File: config.mk
export PLATFORM = sky130hd
export DESIGN_NAME = soft_ramp_volume
export DESIGN_NICKNAME = d
export VERILOG_FILES = /design/src/rtl/vol_pkg.sv /design/src/rtl/vol_ramp_ctrl.sv /design/src/rtl/vol_gain_path.sv /design/src/rtl/soft_ramp_volume.sv
export SDC_FILE = /design/constraint.sdc
export NUM_CORES = 2
export LEC_CHECK = 0
export ABC_AREA = 0
export BUFFER_PORTS_ARGS = -buffer_cell sky130_fd_sc_hd__buf_2
export CAP_MARGIN = 40
export CORE_ASPECT_RATIO = 1.4
export CORE_MARGIN = 2
export CORE_UTILIZATION = 45
export DETAILED_ROUTE_END_ITERATION = 10
export GPL_ROUTABILITY_DRIVEN = 0
export PLACE_DENSITY = 0.62
export SYNTH_ARGS = -nofsm -noshare
export SYNTH_HDL_FRONTEND = slang
export SYNTH_SLANG_ARGS = --single-unit
File: constraint.sdc
create_clock -name clk -period 29.9 [get_ports clk]
set_input_delay 2.99 -clock clk [delete_from_list [all_inputs] [get_ports clk]]
set_output_delay 2.99 -clock clk [all_outputs]
set_load 0.005 [all_outputs]
File: src/rtl/vol_pkg.sv
package vol_pkg;
  // attenuation code width and fractional sub-steps per code
  localparam int VOL_W = 8;
  localparam int SUB_W = 2;
  localparam int ATT_W = VOL_W + SUB_W;
  localparam logic [ATT_W-1:0] ATT_MAX = {{VOL_W{1'b1}}, {SUB_W{1'b0}}};

  // gain is unsigned with GAIN_W-1 fraction bits, unity = 2^(GAIN_W-1)
  localparam int GAIN_W = 17;
  // sub-steps per halving of amplitude (48 x 0.125 dB = 6 dB)
  localparam int OCT_STEPS = 48;
  // 2^(-1/48) with 16 fraction bits
  localparam longint STEP_MUL = 64596;

  typedef struct packed {
    logic             load;
    logic             silence;
    logic [ATT_W-1:0] att;
  } gainCmd_t;

  function automatic logic [GAIN_W-1:0] octaveGain(input int idx);
    longint g;
    g = longint'(1) <<< (GAIN_W - 1);
    for (int k = 0; k < idx; k++) g = (g * STEP_MUL) >>> (GAIN_W - 1);
    return GAIN_W'(g);
  endfunction
endpackage

File: src/rtl/vol_ramp_ctrl.sv
module vol_ramp_ctrl
  import vol_pkg::*;
#(
  parameter int TIMEOUT = 512
) (
  input  logic             clk,
  input  logic             rstN,
  input  logic             sampleValid,
  input  logic [ATT_W-1:0] target,
  input  logic             muteReq,
  input  logic             rampEn,
  input  logic             zcEn,
  input  logic             zcHit,
  output gainCmd_t         cmd,
  output logic [ATT_W-1:0] attNow
);
  localparam int CNT_W = $clog2(TIMEOUT);
  localparam logic [CNT_W-1:0] CNT_LAST = CNT_W'(TIMEOUT - 1);

  logic [CNT_W-1:0] waitCnt, waitNext;
  logic [ATT_W-1:0] goal, attStep, attNext;
  logic             pending, gateOpen;

  always_comb begin
    goal     = muteReq ? ATT_MAX : target;
    pending  = (attNow != goal);
    attStep  = (attNow < goal) ? attNow + 1'b1 : attNow - 1'b1;
    gateOpen = zcHit || (waitCnt == CNT_LAST);
    attNext  = attNow;
    waitNext = '0;
    if (!rampEn && !zcEn) begin
      attNext = goal;
    end else if (!zcEn) begin
      if (pending) attNext = attStep;
    end else if (pending) begin
      if (gateOpen) attNext = rampEn ? attStep : goal;
      else          waitNext = waitCnt + 1'b1;
    end
  end

  always_ff @(posedge clk) begin
    if (!rstN) begin
      attNow  <= '0;
      waitCnt <= '0;
    end else if (sampleValid) begin
      attNow  <= attNext;
      waitCnt <= waitNext;
    end
  end

  always_comb begin
    cmd.load    = sampleValid;
    cmd.att     = attNext;
    cmd.silence = muteReq && (attNext == ATT_MAX);
  end
endmodule

File: src/rtl/vol_gain_path.sv
module vol_gain_path
  import vol_pkg::*;
#(
  parameter int DATA_W = 16
) (
  input  logic                     clk,
  input  logic                     rstN,
  input  logic signed [DATA_W-1:0] sampleIn,
  input  gainCmd_t                 cmd,
  output logic                     zcHit,
  output logic signed [DATA_W-1:0] sampleOut
);
  localparam int IDX_W  = $clog2(OCT_STEPS);
  localparam int SH_W   = $clog2(int'(ATT_MAX) / OCT_STEPS + 1);
  localparam int PROD_W = DATA_W + GAIN_W + 1;

  logic [GAIN_W-1:0] octRom [OCT_STEPS];

  for (genvar k = 0; k < OCT_STEPS; k++) begin : g_rom
    localparam logic [GAIN_W-1:0] ENTRY = octaveGain(k);
    assign octRom[k] = ENTRY;
  end

  logic                     prevNeg;
  logic [IDX_W-1:0]         romIdx;
  logic [SH_W-1:0]          shAmt;
  logic [GAIN_W-1:0]        gain;
  logic signed [PROD_W-1:0] prod;

  always_comb begin
    romIdx = IDX_W'(int'(cmd.att) % OCT_STEPS);
    shAmt  = SH_W'(int'(cmd.att) / OCT_STEPS);
    gain   = octRom[romIdx] >> shAmt;
    prod   = sampleIn * $signed({1'b0, gain});
    zcHit  = (sampleIn == '0) || (sampleIn[DATA_W-1] != prevNeg);
  end

  always_ff @(posedge clk) begin
    if (!rstN) begin
      prevNeg   <= 1'b0;
      sampleOut <= '0;
    end else if (cmd.load) begin
      prevNeg   <= sampleIn[DATA_W-1];
      sampleOut <= cmd.silence ? '0 : DATA_W'(prod >>> (GAIN_W - 1));
    end
  end
endmodule

File: src/rtl/soft_ramp_volume.sv
module soft_ramp_volume
  import vol_pkg::*;
#(
  parameter int DATA_W  = 16,
  parameter int TIMEOUT = 512
) (
  input  logic                     clk,
  input  logic                     rstN,
  input  logic                     sampleValid,
  input  logic signed [DATA_W-1:0] sampleA,
  input  logic signed [DATA_W-1:0] sampleB,
  input  logic [VOL_W-1:0]         volA,
  input  logic [VOL_W-1:0]         volB,
  input  logic                     muteA,
  input  logic                     muteB,
  input  logic                     linkAB,
  input  logic                     rampEn,
  input  logic                     zcEn,
  output logic                     outValid,
  output logic signed [DATA_W-1:0] outA,
  output logic signed [DATA_W-1:0] outB
);
  localparam int CH = 2;

  logic signed [DATA_W-1:0] chSample [CH];
  logic signed [DATA_W-1:0] chOut    [CH];
  logic [ATT_W-1:0]         chTarget [CH];
  logic [ATT_W-1:0]         chAtt    [CH];
  logic                     chMute   [CH];
  logic                     chZc     [CH];
  gainCmd_t                 chCmd    [CH];
  logic [ATT_W-1:0]         attCh0, attCh1;

  always_comb begin
    chSample[0] = sampleA;
    chSample[1] = sampleB;
    chMute[0]   = muteA;
    chMute[1]   = muteB;
    chTarget[0] = {volA, {SUB_W{1'b0}}};
    chTarget[1] = {(linkAB ? volA : volB), {SUB_W{1'b0}}};
  end

  for (genvar c = 0; c < CH; c++) begin : g_ch
    vol_ramp_ctrl #(.TIMEOUT(TIMEOUT)) u_ctrl (
      .clk(clk), .rstN(rstN), .sampleValid(sampleValid),
      .target(chTarget[c]), .muteReq(chMute[c]),
      .rampEn(rampEn), .zcEn(zcEn), .zcHit(chZc[c]),
      .cmd(chCmd[c]), .attNow(chAtt[c])
    );
    vol_gain_path #(.DATA_W(DATA_W)) u_path (
      .clk(clk), .rstN(rstN), .sampleIn(chSample[c]),
      .cmd(chCmd[c]), .zcHit(chZc[c]), .sampleOut(chOut[c])
    );
  end

  always_ff @(posedge clk) begin
    if (!rstN) outValid <= 1'b0;
    else       outValid <= sampleValid;
  end

  assign outA   = chOut[0];
  assign outB   = chOut[1];
  assign attCh0 = chAtt[0];
  assign attCh1 = chAtt[1];
endmodule

After elaboration in Yosys (flattened, before gate mapping)
Memory sizes are Yosys's and may differ from the RTL's.
Cells that the tools add are included.

word-level totals
  bits in registers = 73
  ROM bits = 2176
  input port bits = 56
  memories = 2

operators by class
  add/subtract/negate cells = 6
  multiply operators = 2
  divide/modulo/power cells = 4
  magnitude comparators = 4
  eq/ne operators = 8
  shifts and indexed selects = 2
  multiplexer cells = 31
  bitwise gates (word level) = 2
  reduce and logical (&&, ||, !) cells = 11

memories
  name             words  width  rd ports  clocked after Yosys merged registers in  wr ports  RTL line             text
  (no name shown)  64     17     1         0                                        0         vol_gain_path.sv:33  gain = octRom[romIdx] >> shAmt;
  (no name shown)  64     17     1         0                                        0         vol_gain_path.sv:33

operators with widths
  cell                                                count
  two-way mux 10 bit                                  16
  two-way mux 9 bit                                   8
  two-way mux 17 bit                                  4
  divider 11 x 7 -> 32 bit, second input constant     2
  modulo 11 x 7 -> 32 bit, second input constant      2
  multiplier 16 x 18 -> 32 bit                        2
  >> shifter 17 x 5 -> 17 bit                         2
  logical NOT 16 bit                                  2
  two-way mux 16 bit                                  2
  adder 10 x 1 -> 10 bit, second input constant       2
  == test 10 bit, second input constant               2
  less-than comparator 10 bit                         2
  != test 10 bit                                      2
  subtractor 10 x 1 -> 10 bit, second input constant  2
  adder 9 x 1 -> 9 bit, second input constant         2
  == test 9 bit, second input constant                2
  >= comparator 7 bit, second input constant          2
  inverter 6 -> 7 bit                                 2
  two-way mux 8 bit                                   1
  logical OR 1 bit                                    4
  logical AND 1 bit                                   3
  logical NOT 1 bit                                   2
  != test 1 bit                                       2

Depth between registers and ports, before layout
  word-level depth = 17
  mapped depth = 80
  gate-level depth less buffers = 71

Hierarchy
A second synthesis with hierarchy kept.

unflattened totals
  cell total of the unflattened synthesis = 3956
  area, all modules = 31198.7 µm²

modules (own cells, without submodules)
  module                           times used  cells an instance  area each (µm²)
  vol_gain_path at g_ch[0].u_path  1           1755               13898.3
  vol_gain_path at g_ch[1].u_path  1           1733               13510.5
  vol_ramp_ctrl at g_ch[0].u_ctrl  1           229                1876.8
  vol_ramp_ctrl at g_ch[1].u_ctrl  1           227                1751.7
  soft_ramp_volume                 1           12                 161.4

Worst setup path before layout
OpenSTA, ideal clock, no wires.

  path kind = input port to flip-flop
  start point = input port muteB
  end point = register g_ch[1].u_path.sampleOut[10]
  setup time = 117 ps
  arrival = 19185 ps
  required time = 29783 ps
  path slack = 10598 ps
  stages = 73
  cells stage by stage = clkbuf_1 -> a211o_1 -> inv_1 -> ha_1 -> nor2b_1 -> o21a_1 -> o21ai_0 -> a21oi_1 -> nand2b_1 -> inv_1 -> fa_1 -> xor2_1 -> a21oi_1 -> mux2_2 -> a21oi_2 -> clkbuf_1 -> clkbuf_1 -> clkbuf_1 -> [37 not listed] -> inv_1 -> fa_1 -> inv_1 -> ha_1 -> a21o_1 -> a21o_1 -> a21oi_1 -> o21bai_1 -> a21oi_1 -> o21ai_0 -> a21o_1 -> inv_1 -> and3_1 -> a21oi_1 -> o21a_1 -> and2_1 -> or3_1 -> a32o_1

on the way
  longest elaborated chain between the ends = 16
  elaborated cells on any way between the ends = 21
  classes of those cells = 1 x mul; 2 x div; 1 x order compare; 2 x eq/ne; 1 x shift; 11 x mux; 1 x bitwise; 1 x reduce/logical; 1 x memory

RTL lines
  element                                                RTL line                text
  start, declared                                        soft_ramp_volume.sv:15  input logic muteB,
  two-way mux 10 bit                                     vol_ramp_ctrl.sv:25     goal = muteReq ? ATT_MAX : target;
  less-than comparator 10 bit                            vol_ramp_ctrl.sv:27     attStep = (attNow < goal) ? attNow + 1'b1 : attNow - 1'b1;
  two-way mux 10 bit                                     vol_ramp_ctrl.sv:27
  two-way mux 10 bit (2 in a row)                        vol_ramp_ctrl.sv:36     if (gateOpen) attNext = rampEn ? attStep : goal;
  two-way mux 10 bit                                     vol_ramp_ctrl.sv:35     end else if (pending) begin
  two-way mux 10 bit                                     vol_ramp_ctrl.sv:33     end else if (!zcEn) begin
  two-way mux 10 bit                                     vol_ramp_ctrl.sv:31     if (!rampEn && !zcEn) begin
  modulo 11 x 7 -> 32 bit                                vol_gain_path.sv:31     romIdx = IDX_W'(int'(cmd.att) % OCT_STEPS);
  inverter 6 -> 7 bit (implied by the code)              vol_gain_path.sv:33
  memory read (64 x 17 bit)                              --
  two-way mux 17 bit (implied by the code) (2 in a row)  vol_gain_path.sv:33
  >> shifter 17 x 5 -> 17 bit                            vol_gain_path.sv:33
  multiplier 16 x 18 -> 32 bit                           vol_gain_path.sv:34     prod = sampleIn * $signed({1'b0, gain});
  two-way mux 16 bit (*)                                 vol_gain_path.sv:44     sampleOut <= cmd.silence ? '0 : DATA_W'(prod >>> (GAIN_W - 1));
  end signal, assigned                                   vol_gain_path.sv:44
  end, declared                                          vol_gain_path.sv:11     output logic signed [DATA_W-1:0] sampleOut

Mark *: on every way between the ends. The rest lies on a longest branch, timed or not. The select of a mux whose other input is x is not followed.
A chain may end at the register's enable or synchronous reset.

Final worst setup path
  start point = input port linkAB
  end point = register g_ch[1].u_path.sampleOut[15]

on the way
  longest elaborated chain between the ends = 17
  elaborated cells on any way between the ends = 22
  classes of those cells = 1 x mul; 2 x div; 1 x order compare; 2 x eq/ne; 1 x shift; 12 x mux; 1 x bitwise; 1 x reduce/logical; 1 x memory

RTL lines
  element                                                RTL line                text
  start, declared                                        soft_ramp_volume.sv:16  input logic linkAB,
  two-way mux 8 bit (*)                                  soft_ramp_volume.sv:40  chTarget[1] = {(linkAB ? volA : volB), {SUB_W{1'b0}}};
  two-way mux 10 bit (*)                                 vol_ramp_ctrl.sv:25
  less-than comparator 10 bit                            vol_ramp_ctrl.sv:27
  two-way mux 10 bit                                     vol_ramp_ctrl.sv:27
  two-way mux 10 bit (2 in a row)                        vol_ramp_ctrl.sv:36
  two-way mux 10 bit                                     vol_ramp_ctrl.sv:35
  two-way mux 10 bit                                     vol_ramp_ctrl.sv:33
  two-way mux 10 bit (*)                                 vol_ramp_ctrl.sv:31
  modulo 11 x 7 -> 32 bit                                vol_gain_path.sv:31
  inverter 6 -> 7 bit (implied by the code)              vol_gain_path.sv:33
  memory read (64 x 17 bit)                              --
  two-way mux 17 bit (implied by the code) (2 in a row)  vol_gain_path.sv:33
  >> shifter 17 x 5 -> 17 bit                            vol_gain_path.sv:33
  multiplier 16 x 18 -> 32 bit                           vol_gain_path.sv:34
  two-way mux 16 bit (*)                                 vol_gain_path.sv:44

Marked as above.

==> metrics.log <==
[metrics] result of the run: completed
[metrics] number of H-tree levels: 3
[metrics] Clock Skew: 9.27 ps
[metrics] classification of the worst setup path: in -> reg
[metrics] worst-margin pin slew: 986 ps
[metrics] DRT Wirelength: 95.1 mm
[metrics] worst reg-to-reg path cell count: 63
[metrics] Post-synth ARST share: 0%
[metrics] pin count of the biggest net entering global routing: 57
[metrics] Chip Width: 224 µm
[metrics] highest metal used: met4
[metrics] share of Yosys cell area claimed by the top area cell type: between 20% and 30%
[metrics] top cells by area in the synthesized netlist: fa_1 27%, ha_1 12%, inv_1 7.1%, nand2_1 5.5%, dfxtp_1 4.8%
[metrics] first-pass GRT wire length: 156 mm
[metrics] # Max-Cap Violations: 0
[metrics] sinks on the clock net: 73
[metrics] Core Rows: 112
[metrics] met2 wire len: 49.1 mm
[metrics] Worst path slowest cell: a211oi_2
[metrics] total non-filler cell area in the finished layout: 32000 µm²
[metrics] Hold Crit Endpoint: g_ch[1].u_path.sampleOut[9]
[metrics] Resized Gates After CTS: 0
[metrics] Iteration-0 DRC Markers: 2654
[metrics] Tightest Hold Check Type: reg -> reg
[metrics] total overflow reported by the global router: 0
[metrics] core outline area: 66800 µm²
[metrics] cell family with most CP delay: compound AO/OA/AOI/OAI gates
[metrics] CP Capture Type: flop
[metrics] Crit path arrival time: 21960 ps
[metrics] number of setup violations in the final report: 0
[metrics] RSZ-0062 raised after global routing: no
[metrics] total placed instance area: 31700 µm²
[metrics] final hold slack: 451 ps
[metrics] detailed-routed wire length on met3: 5.52 mm
[metrics] number of flops mapped to enable cells by yosys: 0
[metrics] final core area utilization: 47.9%
[metrics] initial antenna violation count: 0
[metrics] synthesized area per cell: 7.85 µm²
[metrics] FF-to-FF setup slack: approximately 11000 ps
[metrics] synth-to-layout area growth: 5.01%
[metrics] post-synthesis net count: 4638
[metrics] number of top-level pins: 89
[metrics] buffers from clock root to sink, at most: 2
[metrics] Critical Path Fanout Max: 37
[metrics] Final nets: 4587
[metrics] launching element type of the critical path: input port
[metrics] Sum Neg Setup Slack: 0 ps
[metrics] die span in y: about 310 µm
[metrics] Post-DRT Antenna Nets: 0
[metrics] Initial Util: a little under half
[metrics] maximum achievable frequency: 46.1 MHz
[metrics] number of warnings reported in the yosys synthesis log: 0
[metrics] count of hold buffers inserted by post-cts repair: 0
[metrics] diode count: 0
[metrics] cell count after synthesis: 3883
[metrics] average via count per standard cell: 6.03
[metrics] length of the first detailed-routing pass in iterations: 8
[metrics] number of hold violations in the final report: 0
[metrics] Hold Startpoint: g_ch[1].u_path.sampleOut[9]
[metrics] post-CTS setup buffer count: 0
[metrics] Period Utilization, post-route: 72.5%
[metrics] wire length the detailed router placed on met1: 35.2 mm
[metrics] number of vias after detailed routing: about 28000
[metrics] overall die area: roughly 70000 µm²
[metrics] worst r2r dst: g_ch[1].u_path.sampleOut[15]
[metrics] DRC violation count after routing: 0
[metrics] synthesized flop and latch total: 73
[metrics] primary flip-flop cell chosen by synthesis mapping: dfxtp_1
[metrics] master cell of the clock root buffer: clkbuf_16
[metrics] number of max-slew violations in the final report: 0
[metrics] CTS clock-pin slew for the worst setup and hold paths: about 70 ps
[metrics] hold path depth: 2
[metrics] share of post-route cells with drive strength above 1: 7.43%
[metrics] total CTS buffers: 9
[metrics] Period minus WS final: 21680 ps
[metrics] unique cell type count in the Yosys netlist: about 130
[metrics] post-synthesis sequential area ratio: ~4.8%
[metrics] DR WL/cell: 20.3 µm
[metrics] largest area contributor in the netlist: fa_1
[metrics] CTS tree: done
[metrics] overall fraction of global-route tracks in use: about 28%
[metrics] buffers and inverters on the worst path: 9
[metrics] clock latency at the later pin of the worst-skew pair: 390 ps
[metrics] FILL cells: 6661
[metrics] worst slew margin relative to its limit: 33.6%
[metrics] summed instance area of the synthesized netlist: approximately 30000 µm²
[metrics] vias in the first global route: 29300
[metrics] Worst Path Required: 30180 ps
[metrics] number of buffers inserted by port buffering: 88
[metrics] Reg2Reg Launch Point: g_ch[1].u_ctrl.attNow[3]
[metrics] CP max stage delay: 880 ps
[metrics] detailed placement HPWL: around 73 mm
final cells by class:
type                            count  area [µm²]  share of cell area [%]
Clock buffer                       10         239                   0.746
Sequential cell                    73        1460                    4.56
Clock inverter                      6        75.1                   0.234
Multi-Input combinational cell   3008       26000                    81.1
Tap cell                          855        1070                    3.34
Timing Repair Buffer              163        1040                    3.25
Inverter                          577        2170                    6.76
flip-flops by register name, summed over array words and instances, names as in the netlist:
name and cells:
g_ch.u_path.sampleOut 32, g_ch.u_ctrl.attNow 20, g_ch.u_path.prevNeg 2, outValid 1, g_ch.u_ctrl.waitCnt 18
placed cells by master (no fill, tap or decap), types with 68 or more instances in the layout:
cell type / Yosys / routed
inv_1: 573 / 573
nor2_1: 252 / 248
and3_1: 75 / 75
nor3_1: 93 / 92
and2_1: 209 / 209
o21ai_0: 134 / 134
fa_1: 416 / 416
buf_2: 26 / 89
buf_4: 11 / 72
dfxtp_1: 73 / 73
ha_1: 283 / 283
nand2_1: 447 / 447
a211oi_1: 69 / 68
a21oi_1: 154 / 152
cell usage after synthesis, drive strengths merged, types with 43 or more instances:
master,n
o21ai,145
a211oi,77
a21oi,160
mux2i,56
fa,416
nor2b,47
ha,283
o211ai,43
dfxtp,73
nand3,56
inv,574
xnor2,64
clkbuf,170
and2,211
nand2,450
and3,75
nor2,253
nor3,98
buf,55
worst min-delay path: cells and delay by family, from the launching register on:
family          cells  cell delay [ps]
compound gates      1               50
flops               1              330
simple gates        1               50
worst max-delay path by stage:
stage                      start                      endpoint  cells past startpoint
after floorplan            muteB  g_ch[1].u_path.sampleOut[10]                     73
after global placement    linkAB  g_ch[1].u_path.sampleOut[15]                     72
after detailed placement  linkAB  g_ch[1].u_path.sampleOut[15]                     72
after CTS                 linkAB  g_ch[1].u_path.sampleOut[15]                     72
after global routing      linkAB  g_ch[1].u_path.sampleOut[15]                     69
final                     linkAB  g_ch[1].u_path.sampleOut[15]                     67
per-stage QoR:
stage / instances / setup WS [ps]
3_3_place_gp: 4670 / 8130
6_report: 4692 / 8220
2_1_floorplan: 3883 / 10600
4_1_cts: 4691 / 8140
3_5_place_dp: 4675 / 7740
5_1_grt: 4692 / 6940
kinds of logic (layout without fill, tap and decap cells):
logic type      Yosys count  after routing  synth area share, %
buf+inv                 802            756                 10.2
xor+xnor                 78             78                 2.31
flops                    73             73                 4.79
fa+ha+maj               699            699                 38.9
compound gates          814            814                 19.5
simple gates           1352           1352                 22.0
mux                      65             65                 2.17
per-layer routing:
layer,global-route usage [%],vias to the layer above
met5,0,-
met4,14.5,0
met3,3.06,335
met2,51.3,1119
met1,31.8,13800
li1,-,13000
Power is left out: the tool's default activity adds up to more than one toggle a clock period on the data nets, which glitch-free logic cannot reach.
